--- config.mk ---
export PLATFORM = sky130hd
export DESIGN_NAME = tdm_slot_rx
export DESIGN_NICKNAME = d
export VERILOG_FILES = /design/src/rtl/tdm_slot_rx_pkg.sv /design/src/rtl/tdm_slot_rx_framer.sv /design/src/rtl/tdm_slot_rx_counter.sv /design/src/rtl/tdm_slot_rx_match.sv /design/src/rtl/tdm_slot_rx_cfgchk.sv /design/src/rtl/tdm_slot_rx.sv
export SDC_FILE = /design/constraint.sdc
export NUM_CORES = 1
export LEC_CHECK = 0
export ABC_AREA = 1
export CAP_MARGIN = 20
export CORE_UTILIZATION = 52
export CTS_CLUSTER_SIZE = 24
export DETAILED_ROUTE_END_ITERATION = 8
export GPL_TIMING_DRIVEN = 1
export PLACE_DENSITY = 0.76
export SYNTH_ARGS = -nofsm -noshare
export SYNTH_HDL_FRONTEND = slang
export SYNTH_SLANG_ARGS = --single-unit
export TNS_END_PERCENT = 50
--- constraint.sdc ---
create_clock -name clk -period 7.7 [get_ports clk]
set_clock_uncertainty 0.2 [all_clocks]
set_input_delay 1.54 -clock clk [delete_from_list [all_inputs] [get_ports clk]]
set_output_delay 1.54 -clock clk [all_outputs]
set_load 0.005 [all_outputs]
--- src/rtl/tdm_slot_rx_pkg.sv ---
`timescale 1ns/1ps
package tdm_slot_rx_pkg;

  typedef enum logic [1:0] {
    FMT_DSP  = 2'd0,
    FMT_I2S  = 2'd1,
    FMT_LJ   = 2'd2,
    FMT_NONE = 2'd3
  } rx_fmt_e;

  // Global timeslot number from the slot counted inside a frame or half-frame.
  function automatic logic [7:0] ts_of(logic [1:0] fmt, logic [7:0] slot, logic half);
    if (fmt == FMT_DSP) return slot;
    return {slot[6:0], half};
  endfunction

  // Whether a channel's word fits in the frame (or half-frame) it lives in.
  function automatic logic slot_fits(logic [1:0] fmt, logic [15:0] slot, logic [15:0] slen,
                                     logic [15:0] wlen, logic [15:0] flen);
    logic [15:0] need;
    logic [15:0] room;
    if (fmt == FMT_DSP) begin
      need = slot * slen + wlen;
      room = flen;
    end else begin
      need = (slot >> 1) * slen + wlen + ((fmt == FMT_I2S) ? 16'd1 : 16'd0);
      room = flen >> 1;
    end
    return need <= room;
  endfunction

  // Word length must lie within the legal range and inside the slot.
  function automatic logic word_ok(logic [15:0] wlen, logic [15:0] slen, logic [15:0] wmax);
    return (wlen >= 16'd16) && (wlen <= wmax) && (wlen <= slen);
  endfunction

endpackage

--- src/rtl/tdm_slot_rx_framer.sv ---
`timescale 1ns/1ps
module tdm_slot_rx_framer
  import tdm_slot_rx_pkg::*;
(
  input  logic       clk,
  input  logic       rst_n,
  input  logic       lrclk,
  input  logic [1:0] fmt,
  output logic       start,
  output logic       half
);

  logic lr_q;
  logic primed_q;
  logic pend_q;
  logic phalf_q;
  logic edge_now;
  logic pulse_now;

  assign edge_now  = primed_q && (lrclk != lr_q);
  assign pulse_now = primed_q && lrclk && !lr_q;

  always_comb begin
    start = 1'b0;
    half  = 1'b0;
    case (fmt)
      FMT_DSP: begin
        start = pulse_now;
        half  = 1'b0;
      end
      FMT_I2S: begin
        start = pend_q;
        half  = phalf_q;
      end
      FMT_LJ: begin
        start = edge_now;
        half  = ~lrclk;
      end
      default: begin
        start = 1'b0;
        half  = 1'b0;
      end
    endcase
  end

  always_ff @(posedge clk or negedge rst_n) begin
    if (!rst_n) begin
      lr_q     <= 1'b0;
      primed_q <= 1'b0;
      pend_q   <= 1'b0;
      phalf_q  <= 1'b0;
    end else begin
      lr_q     <= lrclk;
      primed_q <= 1'b1;
      pend_q   <= (fmt == FMT_I2S) && edge_now;
      phalf_q  <= lrclk;
    end
  end

endmodule

--- src/rtl/tdm_slot_rx_counter.sv ---
`timescale 1ns/1ps
module tdm_slot_rx_counter #(
  parameter int SL_W = 6,
  parameter int SC_W = 4
) (
  input  logic            clk,
  input  logic            rst_n,
  input  logic            start,
  input  logic            half,
  input  logic [SL_W-1:0] slot_len,
  output logic [SL_W-1:0] cur_bit,
  output logic [SC_W-1:0] cur_slot,
  output logic            cur_half,
  output logic            cur_active,
  output logic            slot_wrap
);

  logic [SL_W-1:0] bit_q;
  logic [SC_W-1:0] slot_q;
  logic            half_q;
  logic            active_q;

  assign slot_wrap = active_q && !start &&
                     (({1'b0, bit_q} + {{SL_W{1'b0}}, 1'b1}) >= {1'b0, slot_len});

  always_comb begin
    if (start) begin
      cur_bit    = '0;
      cur_slot   = '0;
      cur_half   = half;
      cur_active = 1'b1;
    end else begin
      cur_half   = half_q;
      cur_active = active_q;
      if (slot_wrap) begin
        cur_bit  = '0;
        cur_slot = (slot_q == {SC_W{1'b1}}) ? slot_q : slot_q + 1'b1;
      end else begin
        cur_bit  = bit_q + 1'b1;
        cur_slot = slot_q;
      end
    end
  end

  always_ff @(posedge clk or negedge rst_n) begin
    if (!rst_n) begin
      bit_q    <= '0;
      slot_q   <= '0;
      half_q   <= 1'b0;
      active_q <= 1'b0;
    end else begin
      bit_q    <= cur_bit;
      slot_q   <= cur_slot;
      half_q   <= cur_half;
      active_q <= cur_active;
    end
  end

endmodule

--- src/rtl/tdm_slot_rx_match.sv ---
`timescale 1ns/1ps
module tdm_slot_rx_match #(
  parameter int NUM_CH = 8,
  parameter int TS_W   = 3,
  localparam int CH_W  = $clog2(NUM_CH)
) (
  input  logic                   cur_active,
  input  logic [7:0]             cur_ts,
  input  logic [NUM_CH-1:0]      ch_en,
  input  logic [NUM_CH*TS_W-1:0] ch_slot,
  output logic                   hit,
  output logic [CH_W-1:0]        hit_ch
);

  logic [NUM_CH-1:0] m;

  for (genvar c = 0; c < NUM_CH; c++) begin : g_cmp
    assign m[c] = cur_active && ch_en[c] && (cur_ts == 8'(ch_slot[c*TS_W +: TS_W]));
  end

  assign hit = |m;

  always_comb begin
    hit_ch = '0;
    for (int c = NUM_CH - 1; c >= 0; c--) begin
      if (m[c]) hit_ch = CH_W'(c);
    end
  end

endmodule

--- src/rtl/tdm_slot_rx_cfgchk.sv ---
`timescale 1ns/1ps
module tdm_slot_rx_cfgchk
  import tdm_slot_rx_pkg::*;
#(
  parameter int NUM_CH = 8,
  parameter int TS_W   = 3,
  parameter int SL_W   = 6,
  parameter int WL_W   = 6,
  parameter int FL_W   = 10,
  parameter int DATA_W = 32
) (
  input  logic [1:0]             fmt,
  input  logic [SL_W-1:0]        slot_len,
  input  logic [WL_W-1:0]        word_len,
  input  logic [FL_W-1:0]        frame_len,
  input  logic [NUM_CH-1:0]      ch_en,
  input  logic [NUM_CH*TS_W-1:0] ch_slot,
  output logic                   cfg_bad
);

  logic [NUM_CH-1:0] viol;
  logic              wl_bad;

  for (genvar c = 0; c < NUM_CH; c++) begin : g_fit
    assign viol[c] = ch_en[c] &&
                     !slot_fits(fmt, 16'(ch_slot[c*TS_W +: TS_W]), 16'(slot_len),
                                16'(word_len), 16'(frame_len));
  end

  assign wl_bad  = !word_ok(16'(word_len), 16'(slot_len), 16'(DATA_W));
  assign cfg_bad = (|viol) || wl_bad;

endmodule

--- src/rtl/tdm_slot_rx.sv ---
`timescale 1ns/1ps
module tdm_slot_rx
  import tdm_slot_rx_pkg::*;
#(
  parameter int NUM_CH    = 8,
  parameter int NUM_SLOTS = 8,
  parameter int DATA_W    = 32,
  parameter int SL_W      = 6,
  parameter int WL_W      = 6,
  parameter int FL_W      = 10,
  localparam int CH_W     = $clog2(NUM_CH),
  localparam int TS_W     = $clog2(NUM_SLOTS),
  localparam int SC_W     = TS_W + 1
) (
  input  logic                   clk,
  input  logic                   rst_n,
  input  logic                   lrclk,
  input  logic                   sdata,
  input  logic [1:0]             fmt,
  input  logic [SL_W-1:0]        slot_len,
  input  logic [WL_W-1:0]        word_len,
  input  logic [FL_W-1:0]        frame_len,
  input  logic [NUM_CH-1:0]      ch_en,
  input  logic [NUM_CH*TS_W-1:0] ch_slot,
  output logic [DATA_W-1:0]      rx_data,
  output logic [CH_W-1:0]        rx_chan,
  output logic                   rx_valid,
  output logic                   frame_err
);

  logic              frm_start;
  logic              frm_half;
  logic [SL_W-1:0]   cur_bit;
  logic [SC_W-1:0]   cur_slot;
  logic              cur_half;
  logic              cur_active;
  logic              slot_wrap;
  logic [7:0]        cur_ts;
  logic              hit;
  logic [CH_W-1:0]   hit_ch;
  logic              cfg_bad;
  logic              cap_bit;
  logic              cap_last;
  logic [DATA_W-1:0] acc_q;
  logic [DATA_W-1:0] acc_nxt;

  tdm_slot_rx_framer u_framer (
    .clk   (clk),
    .rst_n (rst_n),
    .lrclk (lrclk),
    .fmt   (fmt),
    .start (frm_start),
    .half  (frm_half)
  );

  tdm_slot_rx_counter #(.SL_W(SL_W), .SC_W(SC_W)) u_cnt (
    .clk        (clk),
    .rst_n      (rst_n),
    .start      (frm_start),
    .half       (frm_half),
    .slot_len   (slot_len),
    .cur_bit    (cur_bit),
    .cur_slot   (cur_slot),
    .cur_half   (cur_half),
    .cur_active (cur_active),
    .slot_wrap  (slot_wrap)
  );

  assign cur_ts = ts_of(fmt, 8'(cur_slot), cur_half);

  tdm_slot_rx_match #(.NUM_CH(NUM_CH), .TS_W(TS_W)) u_match (
    .cur_active (cur_active),
    .cur_ts     (cur_ts),
    .ch_en      (ch_en),
    .ch_slot    (ch_slot),
    .hit        (hit),
    .hit_ch     (hit_ch)
  );

  tdm_slot_rx_cfgchk #(
    .NUM_CH(NUM_CH), .TS_W(TS_W), .SL_W(SL_W), .WL_W(WL_W), .FL_W(FL_W), .DATA_W(DATA_W)
  ) u_chk (
    .fmt       (fmt),
    .slot_len  (slot_len),
    .word_len  (word_len),
    .frame_len (frame_len),
    .ch_en     (ch_en),
    .ch_slot   (ch_slot),
    .cfg_bad   (cfg_bad)
  );

  // Capture only the first word_len bits of a matched slot.
  assign cap_bit  = hit && (8'(cur_bit) < 8'(word_len)) && (int'(cur_bit) < DATA_W);
  assign cap_last = cap_bit && (8'(cur_bit) == (8'(word_len) - 8'd1));

  always_comb begin
    acc_nxt = (cur_bit == '0) ? '0 : acc_q;
    if (cap_bit) begin
      acc_nxt = acc_nxt | (DATA_W'(sdata) << (DATA_W - 1 - int'(cur_bit)));
    end
  end

  always_ff @(posedge clk or negedge rst_n) begin
    if (!rst_n) begin
      acc_q     <= '0;
      rx_data   <= '0;
      rx_chan   <= '0;
      rx_valid  <= 1'b0;
      frame_err <= 1'b0;
    end else begin
      rx_valid <= cap_last;
      if (cap_bit) acc_q <= acc_nxt;
      if (cap_last) begin
        rx_data <= acc_nxt;
        rx_chan <= hit_ch;
      end
      if (frm_start && cfg_bad) frame_err <= 1'b1;
    end
  end

endmodule

==> run metrics, run 1 <==
outcome=finished clean; unrepaired setup endpoints after global routing=false; Tightest Hold Check Type=flop to flop; postcts setup bufs=0; IO Pins=97; Fillers=slightly below 3,000; Final Hold Vio Count=0; Yosys reg bits=84; Layout area overhead=10.93%; cell count of the worst reg-to-reg path=18; clock period minus worst slack=slightly below 7 ns; CTS buffer count=9; register area share after synthesis=0.1239; total global routing track utilization=0.2988; Final Cycle Share=0.8993; num rows=65; routed length per placed instance=between 15 and 20 um; Final Util=0.5917; Pins Over Slew Limit=0; power per cell area=181.4 nW/um^2; NumNets Final=approximately 3,000; sw frac=0.5255; worst flop-to-flop path endpoint=rx_chan[2]$_DFFE_PN0P_; Peak supply drop=around 0.00022 V; max_slew headroom=0.2495; global route overflow=0; Logic pwr share=0.702; syn nets=between 2,000 and 3,000; Die Area=33,340 sq um; Worst setup endpoint=frame_err$_DFFE_PN0P_; clock network power share=0.121; P_int=0.001619 W; Post-DP HPWL=just under 40,000 um; asr flop ratio synth=1.000; first-pass GRT wire length=around 80,000 um; synth warn=0; Via density=5.505; TritonCTS clock tree=done; # DRC=0; reg2reg start=u_cnt.bit_q[0]$_DFF_PN0_; number of antenna violations at the first check in global routing=0; Cells after Synth=2,495; Clock Root Buffer=clkbuf_16; syn avg cell area=approximately 6.8 sq um; Max-cap violations=0; Ant. Diodes=0; number of hold buffers added after cts=0; Hold Slack=roughly 0.28 ns; EDFF count, synth=0; Initial Utilization=0.5334; vias in the first global route=around 16,000; Max Clock Freq=around 0.14 GHz; Final setup viols=0; die width=182.6 um; core box area=roughly 32,000 sq um; port bufs=96; r2r setup slk=between 2 and 3 ns; drt total wl=48,860 um; Tightest Pin Transition=about 1.1 ns; Placer Congestion=approximately 1; initial DRC count=1,423; post-route ant nets=0; CTS resizes=0; critical path required time=7.74 ns; CTS max path bufs=2; H-tree depth=3; Post-Syn Area=~17,000 sq um; DR pass1 iterations=6; crit path from=slot_len[3]; NetSw=~0.0018 W; predominant post-synthesis flop cell=dfrtp_1; WS Path Type=primary input to flop; setup TNS=0 ns; critical path fanouts, max=9; worst path arrival time=between 6 and 7 ns; clock slew seen by the registers of the worst setup and hold paths=about 0.060 ns; die height=between 150 and 200 um; clock latency on the worst-skew pair=between 0.3 and 0.4 ns; register share of total power=0.176; Critical Path Source Type=primary input; Leakage=roughly 11 nW; largest net degree at the start of global routing=85; vias=16,560; Worst setup EP type=flop; Yosys cell types=54; clk sinks=between 80 and 90; fraction of layout cells with a size suffix above 1=0.04081
## critical path, cell delays in order
cell,delay (ns)
clkdlybuf4s50_1,0.91
nand2_1,0.11
inv_1,0.09
fa_1,0.43
fa_1,0.48
ha_1,0.36
a21oi_1,0.16
inv_1,0.05
a31oi_1,0.19
nor2_1,0.08
nor2_1,0.11
o21ai_0,0.12
inv_1,0.08
nor2_1,0.06
nor2_1,0.09
nor2_1,0.05
nor2_1,0.10
xor2_1,0.15
o22ai_1,0.11
ha_1,0.35
nand3_1,0.09
o311ai_0,0.67
nand2_1,0.10
nor2_1,0.25
nand3_1,0.11
nand2_1,0.08
nand2_1,0.05
## power groups by stage
| stage | clock network [W] | logic, W | registers (W) |
|---|---|---|---|
| global route | 0.000435 | 0.00272 | 0.000613 |
| finish | 0.000415 | 0.00240 | 0.000602 |
| CTS | 0.000419 | 0.00237 | 0.000600 |
| global placement | 0 | 0.00227 | 0.000603 |
| floorplan | 0 | 0.00177 | 0.000597 |
| detailed placement | 0 | 0.00235 | 0.000607 |
## worst min path at each step
| stage | end | cells past startpoint | start | slack, ns |
|---|---|---|---|---|
| after floorplan | u_cnt.half_q$_DFF_PN0_ | 2 | u_cnt.half_q$_DFF_PN0_ | 0.24 |
| after global placement | acc_q[13]$_DFFE_PN0N_ | 2 | acc_q[13]$_DFFE_PN0N_ | 0.26 |
| after detailed placement | acc_q[3]$_DFFE_PN0N_ | 2 | acc_q[3]$_DFFE_PN0N_ | 0.27 |
| after CTS | acc_q[3]$_DFFE_PN0N_ | 2 | acc_q[3]$_DFFE_PN0N_ | 0.28 |
| after global routing | acc_q[29]$_DFFE_PN0N_ | 2 | acc_q[29]$_DFFE_PN0N_ | 0.30 |
| final | acc_q[30]$_DFFE_PN0N_ | 2 | acc_q[30]$_DFFE_PN0N_ | 0.28 |
## layout by cell type (no fill, tap or decap), drive strengths merged, types with 65 or more instances in the layout
cell / instances
fa: 96
dfrtp: 84
nand3: 96
nand2: 573
a21oi: 128
nor2: 244
o21ai: 129
ha: 289
clkdlybuf4s50: 95
inv: 493
xor2: 65
## cell usage after synthesis (all sizes together), types with 2 or more instances
cell type	n	area, sq um
a211oi	8	60.06
a21o	3	22.52
a21oi	128	651.9
a221oi	7	61.31
a31oi	10	62.56
a32o	3	30.03
and2	11	68.82
buf	21	142.6
clkbuf	61	229.0
clkinv	2	7.510
dfrtp	84	2102
fa	96	1922
ha	289	3616
inv	492	1847
mux2	2	22.52
mux2i	5	50.05
nand2	573	2176
nand3	96	495.5
nand3b	9	67.56
nand4	13	81.33
nor2	244	928.4
nor3	17	85.08
o2111ai	33	289.0
o211a	5	50.05
o211ai	9	67.56
o21ai	129	645.6
o21bai	22	165.2
o22ai	8	50.05
o311ai	6	52.55
o31ai	8	60.06
o32ai	9	78.83
or2	15	93.84
xnor2	4	35.03
xor2	65	569.3
## flip-flops by register name, summed over array words and instances (netlist names), 3 cells and up
signal	flops
u_cnt.bit_q	6
rx_chan	3
u_cnt.slot_q	4
rx_data	32
acc_q	32
## metrics by stage
| step | worst slack (ns) | std cells | instance area (sq um) | total power (W) |
|---|---|---|---|---|
| floorplan | 1.620 | 2495 | 16960 | 0.002369 |
| global placement | 0.5527 | 2991 | 18500 | 0.002874 |
| detailed placement | 0.4656 | 2991 | 18500 | 0.002958 |
| CTS | 0.8140 | 3007 | 18790 | 0.003387 |
| global route | 0.3787 | 3008 | 18810 | 0.003773 |
| finish | 0.7752 | 3008 | 18810 | 0.003413 |
## layout make-up
cell class                 count  area [sq um]  area share
clock buffer                  11         252.7     0.01343
tap                          435         544.3     0.02893
clock inverter                 5         35.03    0.001862
multi-input combinational   1835         12650      0.6723
sequential                    84          2102      0.1117
inverter                     494          1854     0.09856
timing repair buffer         144          1376     0.07315
## cells by family (layout without fill, tap and decap cells)
logic type,Yosys count,count (layout),share of synthesized area
simple gates,980,980,0.2372
buf+inv,576,654,0.1312
compound gates,393,393,0.1410
fa+ha+maj,385,385,0.3265
flops,84,84,0.1239
xor+xnor,69,69,0.03563
mux,7,7,0.004279
other cells,1,1,0.0002211
## per-layer routing
| layer | share of wire | vias to the layer above | GRT usage |
|---|---|---|---|
| met1 | 0.43 | 7730 | 0.3890 |
| met2 | 0.46 | 578 | 0.5011 |
| li1 | - | 8123 | - |
| met5 | 0 | - | 0 |
| met4 | 0.044 | 0 | 0.1234 |
| met3 | 0.065 | 128 | 0.03532 |
(Power assumes the default switching activity.)
==> run 2: changes to the inputs <==
--- a/config.mk
+++ b/config.mk
@@ -7,11 +7,14 @@
 export LEC_CHECK = 0
 export ABC_AREA = 1
 export CAP_MARGIN = 20
-export CORE_UTILIZATION = 52
+export CELL_PAD_IN_SITES_DETAIL_PLACEMENT = 0
+export CELL_PAD_IN_SITES_GLOBAL_PLACEMENT = 1
+export CORE_UTILIZATION = 49
 export CTS_CLUSTER_SIZE = 24
 export DETAILED_ROUTE_END_ITERATION = 8
 export GPL_TIMING_DRIVEN = 1
-export PLACE_DENSITY = 0.76
+export PLACE_DENSITY = 0.94
+export REMOVE_ABC_BUFFERS = 1
 export SYNTH_ARGS = -nofsm -noshare
 export SYNTH_HDL_FRONTEND = slang
 export SYNTH_SLANG_ARGS = --single-unit
==> run 2 against run 1 <==
  * Utilization fell by 3.4 points
  * Total power rose by 2.3%
  * Combinational power barely moved
  * Sequential power barely moved
  * Sequential cell count did not move
  * Clock-buffer cell count did not move
  * Clock power rose by 13%
  * Largest cell class unchanged
  * Largest power group unchanged
==> run metrics, run 2 (same netlist as run 1, synthesis figures left out) <==
outcome=finished clean; vias in the first global route=15,910 (-0.92%); critical path fanouts, max=25 (+16); CTS max path bufs=2 (unchanged); clock slew seen by the registers of the worst setup and hold paths=0.07 ns (about the same); power per cell area=185.4 nW/um^2 (+2.2%); clock network power share=0.134 (+0.013); H-tree depth=3 (unchanged); core box area=33,780 sq um (+6.2%); # DRC=0 (unchanged); Tightest Pin Transition=1.162 ns (+0.05763 ns); NumNets Final=3,008 (-0.17%); Peak supply drop=0.0001711 V (-22%); Via density=5.378 (-2.3%); Post-DP HPWL=37,700 um (-2.3%); global route overflow=0 (unchanged); drt total wl=48,820 um (about the same); WS Path Type=primary input to flop; Clock Root Buffer=clkbuf_16; routed length per placed instance=16.19 um (-0.36%); Pins Over Slew Limit=0 (unchanged); NetSw=0.001826 W (+1.8%); first-pass GRT wire length=79,960 um (+0.42%); die height=188.1 um (+3.0%); CTS buffer count=9 (unchanged); Initial Utilization=0.5021 (-0.03133); initial DRC count=1,111 (-22%); setup TNS=0 ns (unchanged); Final setup viols=0 (unchanged); vias=16,220 (-2.0%); Logic pwr share=0.694 (-0.008); critical path required time=7.75 ns (about the same); die width=188.1 um (+3.0%); commonest cells after routing, fill and taps aside=565 x nand2_1, 486 x inv_1, 288 x ha_1, 241 x nor2_1, 127 x a21oi_1; post-route ant nets=0 (unchanged); IO Pins=97 (unchanged); commonest non-fill, non-tap cell in the layout=nand2_1; largest net degree at the start of global routing=82 (-3.5%); DR pass1 iterations=5 (-1); Max Clock Freq=0.1474 GHz (+2.1%); fraction of layout cells with a size suffix above 1=0.03855 (-0.002257); unrepaired setup endpoints after global routing=false; num rows=67 (+3.1%); Pwr Total=0.003493 W (+2.3%); r2r setup slk=2.62 ns (+0.02 ns); Max-cap violations=0 (unchanged); max_slew headroom=0.2174 (-0.03204); Tightest Hold Check Type=flop to flop; clk sinks=84 (unchanged); number of hold buffers added after cts=0 (unchanged); P_int=0.001666 W (+2.9%); CTS resizes=0 (unchanged); sw frac=0.5229 (-0.002589); port bufs=96 (unchanged); Critical Path Source Type=primary input; register share of total power=0.172 (-0.004); Hold Slack=0.2767 ns (-0.001642 ns); total global routing track utilization=0.2820 (-0.01676); Leakage=11.31 nW (-0.13%); Final Cycle Share=0.8811 (-0.01820); Worst setup EP type=flop; Ant. Diodes=0 (unchanged); number of antenna violations at the first check in global routing=0 (unchanged); clock latency on the worst-skew pair=0.35 ns (about the same); Placer Congestion=0.9236 (-7.5%); Final Hold Vio Count=0 (unchanged); Die Area=35,360 sq um (+6.1%); TritonCTS clock tree=done; Largest regs=acc_q: 32 flops, rx_data: 32 flops, u_cnt.bit_q: 6 flops; clock period minus worst slack=6.785 ns (-0.1402 ns); postcts setup bufs=0 (unchanged); worst path arrival time=6.83 ns (-0.13 ns); Layout area overhead=11.09%; Fillers=3,220 (+11%)
-- run 2: cell types whose count changed in the layout (fill, tap and decap cells not counted), sizes merged --
| cell | previous run | this run |
|---|---|---|
| clkinv | 5 | 2 |
| clkinvlp | 1 | 2 |
| buf | 49 | 44 |
| bufinv | 0 | 2 |
-- run 2: cell type report --
cell class	count	area (sq um)	share of cell area
Sequential cell	84	2102	0.1116
Timing Repair Buffer	139	1355	0.07192
Clock inverter	5	83.83	0.004449
Tap cell	448	560.5	0.02975
Inverter	494	1854	0.09841
Clock buffer	11	232.7	0.01235
Multi-Input combinational cell	1835	12650	0.6716
-- run 2: layer usage --
metal,track usage,vias up,routed length [um]
li1,-,8118,-
met1,0.3703,7593,21500
met2,0.4850,432,23050
met3,0.02938,78,2747
met4,0.08599,0,1511
met5,0,-,0
-- run 2: critical path: stages --
cell and delay (ns):
clkdlybuf4s50_1 0.45, buf_4 0.32, nand2_1 0.09, inv_1 0.15, fa_1 0.46, fa_1 0.47, ha_1 0.37, a21oi_1 0.18
inv_1 0.05, a31oi_1 0.19, nor2_1 0.08, nor2_1 0.09, o21ai_0 0.10, inv_1 0.07, nor2_1 0.05, nor2_1 0.08
nor2_1 0.05, nor2_1 0.12, xor2_1 0.20, o22ai_1 0.10, ha_1 0.31, nand3_1 0.06, o311ai_0 0.81, nand2_1 0.11
nor2_1 0.14, nand3_1 0.08, nand2_1 0.08, nand2_1 0.04
-- run 2: path summary, 6_finish.rpt --
| kind | start | endpoint | cells after the start |
|---|---|---|---|
| setup / recovery | slot_len[2] | frame_err$_DFFE_PN0P_ | 28 |
| hold / removal | rx_data[15]$_DFFE_PN0P_ | rx_data[15]$_DFFE_PN0P_ | 2 |
| setup reg to reg | u_cnt.bit_q[0]$_DFF_PN0_ | acc_q[27]$_DFFE_PN0N_ | 21 |
| hold reg to reg | rx_data[15]$_DFFE_PN0P_ | rx_data[15]$_DFFE_PN0P_ | 2 |
| max in group asynchronous | rst_n | rx_data[25]$_DFFE_PN0P_ | 3 |
| min in group asynchronous | rst_n | rx_valid$_DFF_PN0_ | 1 |
-- run 2: metrics by stage --
| stage | utilization | area, sq um | instances | setup WS, ns |
|---|---|---|---|---|
| after floorplan | - | 16590 | 2413 | 0.2588 |
| after global placement | 0.5472 | 18490 | 2998 | 0.7720 |
| after detailed placement | 0.5475 | 18500 | 2999 | 0.6598 |
| after CTS | 0.5569 | 18810 | 3015 | 1.027 |
| after global routing | 0.5577 | 18840 | 3016 | 0.5507 |
| final | 0.5577 | 18840 | 3016 | 0.9154 |
-- run 2: power by group through the flow --
stage / Combinational (W) / Sequential [W] / Clock [W]
after floorplan: 0.00165 / 0.000597 / 0
final: 0.00242 / 0.000601 / 0.000469
after detailed placement: 0.00239 / 0.000607 / 0
after global routing: 0.00276 / 0.000612 / 0.000493
after global placement: 0.00232 / 0.000603 / 0
after CTS: 0.00241 / 0.000600 / 0.000477
